**src/rtl/scnt_pkg.sv**
```systemverilog
package scnt_pkg;
  typedef enum logic {
    PH_POST = 1'b0,
    PH_PRE  = 1'b1
  } phase_e;

  localparam int unsigned SCNT_W = 24;
endpackage

```
**src/rtl/scnt_load_regs.sv**
```systemverilog
module scnt_load_regs #(
  parameter int unsigned W = 24
) (
  input  logic         clk,
  input  logic         rst_n,
  input  logic [W-1:0] wr_data,
  input  logic [1:0]   wr_en,    // [0] posttrigger, [1] pretrigger
  output logic [W-1:0] val_post,
  output logic [W-1:0] val_pre
);
  localparam int unsigned NREG = 2;

  logic [W-1:0] regs [NREG];

  for (genvar i = 0; i < NREG; i++) begin : g_reg
    always_ff @(posedge clk) begin
      if (!rst_n)        regs[i] <= '0;
      else if (wr_en[i]) regs[i] <= wr_data;
    end
  end

  assign val_post = regs[0];
  assign val_pre  = regs[1];
endmodule

```
**src/rtl/scnt_counter.sv**
```systemverilog
module scnt_counter #(
  parameter int unsigned W = 24
) (
  input  logic         clk,
  input  logic         rst_n,
  input  logic         ld,
  input  logic [W-1:0] ld_val,
  input  logic         dec,
  output logic [W-1:0] cnt,
  output logic         zero
);
  always_ff @(posedge clk) begin
    if (!rst_n)   cnt <= '0;
    else if (ld)  cnt <= ld_val;
    else if (dec) cnt <= cnt - 1'b1;
  end

  assign zero = (cnt == '0);

  // the decrement path never wraps below zero
  p_no_wrap_r2: assert property (@(posedge clk) disable iff (!rst_n)
    (dec && !ld && !zero) |=> (cnt == $past(cnt) - 1'b1));
endmodule

```
**src/rtl/scnt_ctrl.sv**
```systemverilog
module scnt_ctrl
  import scnt_pkg::*;
(
  input  logic clk,
  input  logic rst_n,
  input  logic load_stb,
  input  logic arm_stb,
  input  logic disarm_stb,
  input  logic pre_mode,
  input  logic scan_end,
  input  logic trigger,
  input  logic cnt_zero,
  output logic ld,
  output logic ld_sel_pre,
  output logic dec,
  output logic armed,
  output logic tc,
  output logic stop
);
  phase_e phase;
  logic   pre_done;
  logic   acc_trig, scan_ok, ev_term, ev_load;

  always_comb begin
    acc_trig   = !disarm_stb && armed && trigger && (phase == PH_PRE) && pre_done;
    scan_ok    = !disarm_stb && armed && scan_end && !acc_trig;
    ev_term    = scan_ok && cnt_zero;
    dec        = scan_ok && !cnt_zero;
    ev_load    = !disarm_stb && !armed && load_stb;
    ld         = ev_load || acc_trig || (ev_term && (phase == PH_PRE));
    ld_sel_pre = ev_load ? pre_mode : !acc_trig;
  end

  always_ff @(posedge clk) begin
    if (!rst_n) begin
      armed    <= 1'b0;
      phase    <= PH_POST;
      pre_done <= 1'b0;
      tc       <= 1'b0;
      stop     <= 1'b0;
    end else begin
      tc   <= ev_term;
      stop <= 1'b0;
      if (disarm_stb) begin
        armed <= 1'b0;
        stop  <= armed;
      end else if (armed) begin
        if (acc_trig) begin
          phase <= PH_POST;
        end else if (ev_term) begin
          if (phase == PH_PRE) begin
            pre_done <= 1'b1;
          end else begin
            armed <= 1'b0;
            stop  <= 1'b1;
          end
        end
      end else begin
        if (load_stb) begin
          phase    <= pre_mode ? PH_PRE : PH_POST;
          pre_done <= 1'b0;
        end
        if (arm_stb) armed <= 1'b1;
      end
    end
  end

  p_tc_needs_run_r2: assert property (@(posedge clk) disable iff (!rst_n)
    tc |-> $past(armed));
  p_post_term_stop_r3: assert property (@(posedge clk) disable iff (!rst_n)
    (tc && phase == PH_POST) |-> (stop && !armed));
  p_pre_term_runs_r4: assert property (@(posedge clk) disable iff (!rst_n)
    (tc && phase == PH_PRE) |-> (armed && !stop));
  p_trig_after_pre_r5: assert property (@(posedge clk) disable iff (!rst_n)
    ($past(armed) && $past(phase == PH_PRE) && phase == PH_POST) |-> $past(pre_done));
  p_disarm_stop_r6: assert property (@(posedge clk) disable iff (!rst_n)
    (disarm_stb && armed) |=> (stop && !armed));
  p_load_phase_r9: assert property (@(posedge clk) disable iff (!rst_n)
    (!armed && load_stb && !disarm_stb) |=> ((phase == PH_PRE) == $past(pre_mode)));
endmodule

```
**src/rtl/scan_counter.sv**
```systemverilog
module scan_counter #(
  parameter int unsigned CNT_W = scnt_pkg::SCNT_W
) (
  input  logic             clk,
  input  logic             rst_n,
  input  logic [CNT_W-1:0] load_data,
  input  logic             wr_post,
  input  logic             wr_pre,
  input  logic             load_stb,
  input  logic             arm_stb,
  input  logic             disarm_stb,
  input  logic             pre_mode,
  input  logic             scan_end,
  input  logic             trigger,
  output logic             acq_active,
  output logic             tc_pulse,
  output logic             stop_req
);
  logic [CNT_W-1:0] val_post, val_pre, cnt;
  logic             cnt_zero, ld, ld_sel_pre, dec;

  scnt_load_regs #(.W(CNT_W)) u_regs (
    .clk(clk), .rst_n(rst_n), .wr_data(load_data),
    .wr_en({wr_pre, wr_post}), .val_post(val_post), .val_pre(val_pre)
  );

  scnt_counter #(.W(CNT_W)) u_cnt (
    .clk(clk), .rst_n(rst_n), .ld(ld),
    .ld_val(ld_sel_pre ? val_pre : val_post),
    .dec(dec), .cnt(cnt), .zero(cnt_zero)
  );

  scnt_ctrl u_ctrl (
    .clk(clk), .rst_n(rst_n), .load_stb(load_stb), .arm_stb(arm_stb),
    .disarm_stb(disarm_stb), .pre_mode(pre_mode), .scan_end(scan_end),
    .trigger(trigger), .cnt_zero(cnt_zero), .ld(ld), .ld_sel_pre(ld_sel_pre),
    .dec(dec), .armed(acq_active), .tc(tc_pulse), .stop(stop_req)
  );

  p_idle_hold_r7: assert property (@(posedge clk) disable iff (!rst_n)
    (!acq_active && !load_stb) |=> (cnt == $past(cnt)));
  p_armed_load_ign_r8: assert property (@(posedge clk) disable iff (!rst_n)
    (acq_active && load_stb && !scan_end && !trigger) |=> (cnt == $past(cnt)));
endmodule

```
**config.mk**
```make
export PLATFORM = sky130hd
export DESIGN_NAME = scan_counter
export DESIGN_NICKNAME = d
export VERILOG_FILES = /design/src/rtl/scnt_pkg.sv /design/src/rtl/scnt_load_regs.sv /design/src/rtl/scnt_counter.sv /design/src/rtl/scnt_ctrl.sv /design/src/rtl/scan_counter.sv
export SDC_FILE = /design/constraint.sdc
export NUM_CORES = 1
export LEC_CHECK = 0
export CORE_AREA = 3 3 85 87
export CTS_BUF_LIST = sky130_fd_sc_hd__clkbuf_2 sky130_fd_sc_hd__clkbuf_4 sky130_fd_sc_hd__clkbuf_8
export DETAILED_ROUTE_END_ITERATION = 10
export DIE_AREA = 0 0 88 90
export DONT_BUFFER_PORTS = 1
export PLACE_DENSITY = 0.74
export REMOVE_ABC_BUFFERS = 1
export SYNTH_ARGS = -nofsm -noshare
export SYNTH_HDL_FRONTEND = slang
export SYNTH_HIERARCHICAL = 1
export SYNTH_SLANG_ARGS = --single-unit
```
**constraint.sdc**
```tcl
create_clock -name clk -period 3.7 [get_ports clk]
set_input_delay 0.37 -clock clk [delete_from_list [all_inputs] [get_ports clk]]
set_output_delay 0.37 -clock clk [all_outputs]
set_load 0.01 [all_outputs]
```
==> metrics.txt <==
outcome=finished, final reports clean; antenna cells=0; Reg2Reg Setup Slack=0.36 ns; fin crit share=0.904; Starting Density=0.603; CTS root buffer=clkbuf_8; Crit path max-delay family=simple AND/OR/NAND/NOR gates; RSZ-0062 raised after global routing=false; clock latency on the worst-skew pair=0.36 ns; Area contributors post-synth=edfxtp_1 37%, dfxtp_1 15%, mux2_4 7.8%; cts bufs inserted=9; ys flop type=edfxtp_1; maximum vdd ir drop=304 uV; Max H-tree Level=3; worst-path cell chain=or4_4 -> or4_4 -> nor4_1 -> nand4b_1 -> nor2b_2 -> a211o_1 -> nand3b_1 -> or4_1 -> nor4_1 -> or3_1; RR Startpoint=u_cnt/cnt[15]; DR WL met3=538 microns; via count=2558; Worst EP arrival=3.59 ns; area share of the largest cell type after synthesis=0.372; minimum clock period=3.34 ns; Residual DRC=0; layout cells sized above 1=0.231; Mapped Area=3870 sq um; most common cell in the synthesized netlist=edfxtp_1; Critical Path End Type=register; Seq cells post-synth=77; Critical Path End=u_cnt/cnt[23]; Max Root-Sink Buffers=2; clock skew=0.00729 ns; Wirelength per Cell=18.5 microns; synth warn=6; cell count after synthesis=330; CP Class=register to register; count of final setup violators=0; total power=1.90 mW; Buffers & Inverters on Critical Path=0; Startpoint Class=register; Buffers on Ports=0; final setup TNS=0 ns; number of DRC markers in iteration 0=212; ANT nets after route=0; initial antenna violation count=0; core area=6420 sq um; Critical R2R Capture=u_cnt/cnt[23]; worst setup path startpoint=u_cnt/cnt[15]; CTS resizes=0; full die area=7920 sq um; Total Routing Usage GR=0.198; Avg Cell Area, Syn=11.7 sq um; Slew HR=0.558; Clock Sinks=77; post-DR vias/cell=6.36; Fmax achieved=299 MHz; Seq/Total Area, Yosys=0.522; io pins=37; cts hold-fix bufs=0; actual slew at the worst max-slew pin=0.661 ns; Setup WS post-layout=0.355 ns; Post-CTS Setup Inserts=0; Yosys top cell by area=edfxtp_1; Async S/R FF share, synth=0; met2 routed WL=3470 microns; Yosys cell types=58; met1 wire length=3300 microns; DP Wirelength=4630 microns; vias in the first global route=2369; HP Class=input port to register; pre-CTS WS=0.386 ns; EDFF count, synth=48; Clock transition at path regs=0.07 ns; drt first pass iters=4; total congestion overflow=0; routability cong.=0.858; WL final=7430 microns; die height=90 microns; pwr dens=467 nW/um^2; crit-path max FO=13; Worst path slowest cell=or4_4; max layer used=met4; final hold violation count=0; layout overhead on the synthesized area=5.01%; Leak Pwr=1.67 nW; Post-synth top cells=48 x edfxtp_1, 29 x and3_1, 29 x dfxtp_1, 20 x mux2_4, 19 x and3_2; first-pass GRT wire length=11900 microns; number of max-cap violations=0; Largest stage delay, worst path=0.57 ns; Worst path depth=10; Req. time, crit path=3.94 ns; TritonCTS clock tree=yes; largest net degree at the start of global routing=74; Reg2Reg Depth=10; num rows=29; Pins Over Slew Limit=0; fin util=0.633; fin nets=356; die width=88 microns
## area by class of cell
| class | instances | area, sq um |
|---|---|---|
| Multi-Input combinational cell | 222 | 1680 |
| Inverter | 5 | 18.8 |
| Tap cell | 77 | 96.3 |
| Fill cell | 510 | 2360 |
| Timing Repair Buffer | 5 | 37.5 |
| Clock buffer | 9 | 124 |
| Sequential cell | 77 | 2020 |
| Clock inverter | 7 | 90.1 |
## layer usage
layer  vias to the layer above  global-route usage
met5                         -                   0
met1                      1233               0.282
met4                         0              0.0908
met2                        75               0.286
met3                        12              0.0420
li1                       1238                   -
## cells by family after synthesis
| group | share of synthesized area |
|---|---|
| fa+ha+maj | 0.00647 |
| mux | 0.0944 |
| xor+xnor | 0.0249 |
| simple gates | 0.217 |
| buf+inv | 0.0475 |
| compound gates | 0.0876 |
| flops | 0.522 |
## metrics by stage
stage	instance area (sq um)	cells	hold slack [ns]
after CTS	4060	402	0.0791
final	4060	402	0.0817
after global routing	4060	402	0.0784
after floorplan	3700	304	0.449
after global placement	3850	386	0.452
after detailed placement	3850	386	0.452
## flip-flops by register name, indices dropped and copies added (netlist names)
register         cells
u_ctrl/pre_done      1
u_ctrl/stop          1
u_cnt/cnt           24
u_ctrl/armed         1
u_regs/regs         48
u_ctrl/phase         1
u_ctrl/tc            1
## worst min-delay path by stage
stage                     startpoint      endpoint  cells past startpoint
after global placement    disarm_stb  u_ctrl/armed                      1
after global routing      disarm_stb  u_ctrl/armed                      1
after CTS                 disarm_stb  u_ctrl/armed                      1
after floorplan           disarm_stb  u_ctrl/armed                      1
final                     disarm_stb  u_ctrl/armed                      1
after detailed placement  disarm_stb  u_ctrl/armed                      1
## placed cells by master, fill, tap and decap left out, types with 7 or more instances in the layout
cell and instances:
mux2_4 20, xnor2_1 11, o21ai_0 18, nor4_1 9
nor3_1 7, nor2_1 16, dfxtp_1 29, and3_1 29
clkbuf_8 9, and3_2 19, edfxtp_1 48, a21oi_1 9
## power breakdown
group          switching [mW]  total (mW)  internal, mW  leakage, nW
Combinational           0.101       0.201         0.100        0.807
Clock                   0.308       0.684         0.376        0.107
Sequential             0.0342        1.01         0.977        0.754
Total                   0.443        1.90          1.45         1.67
Power figures use the tool's default switching activity.
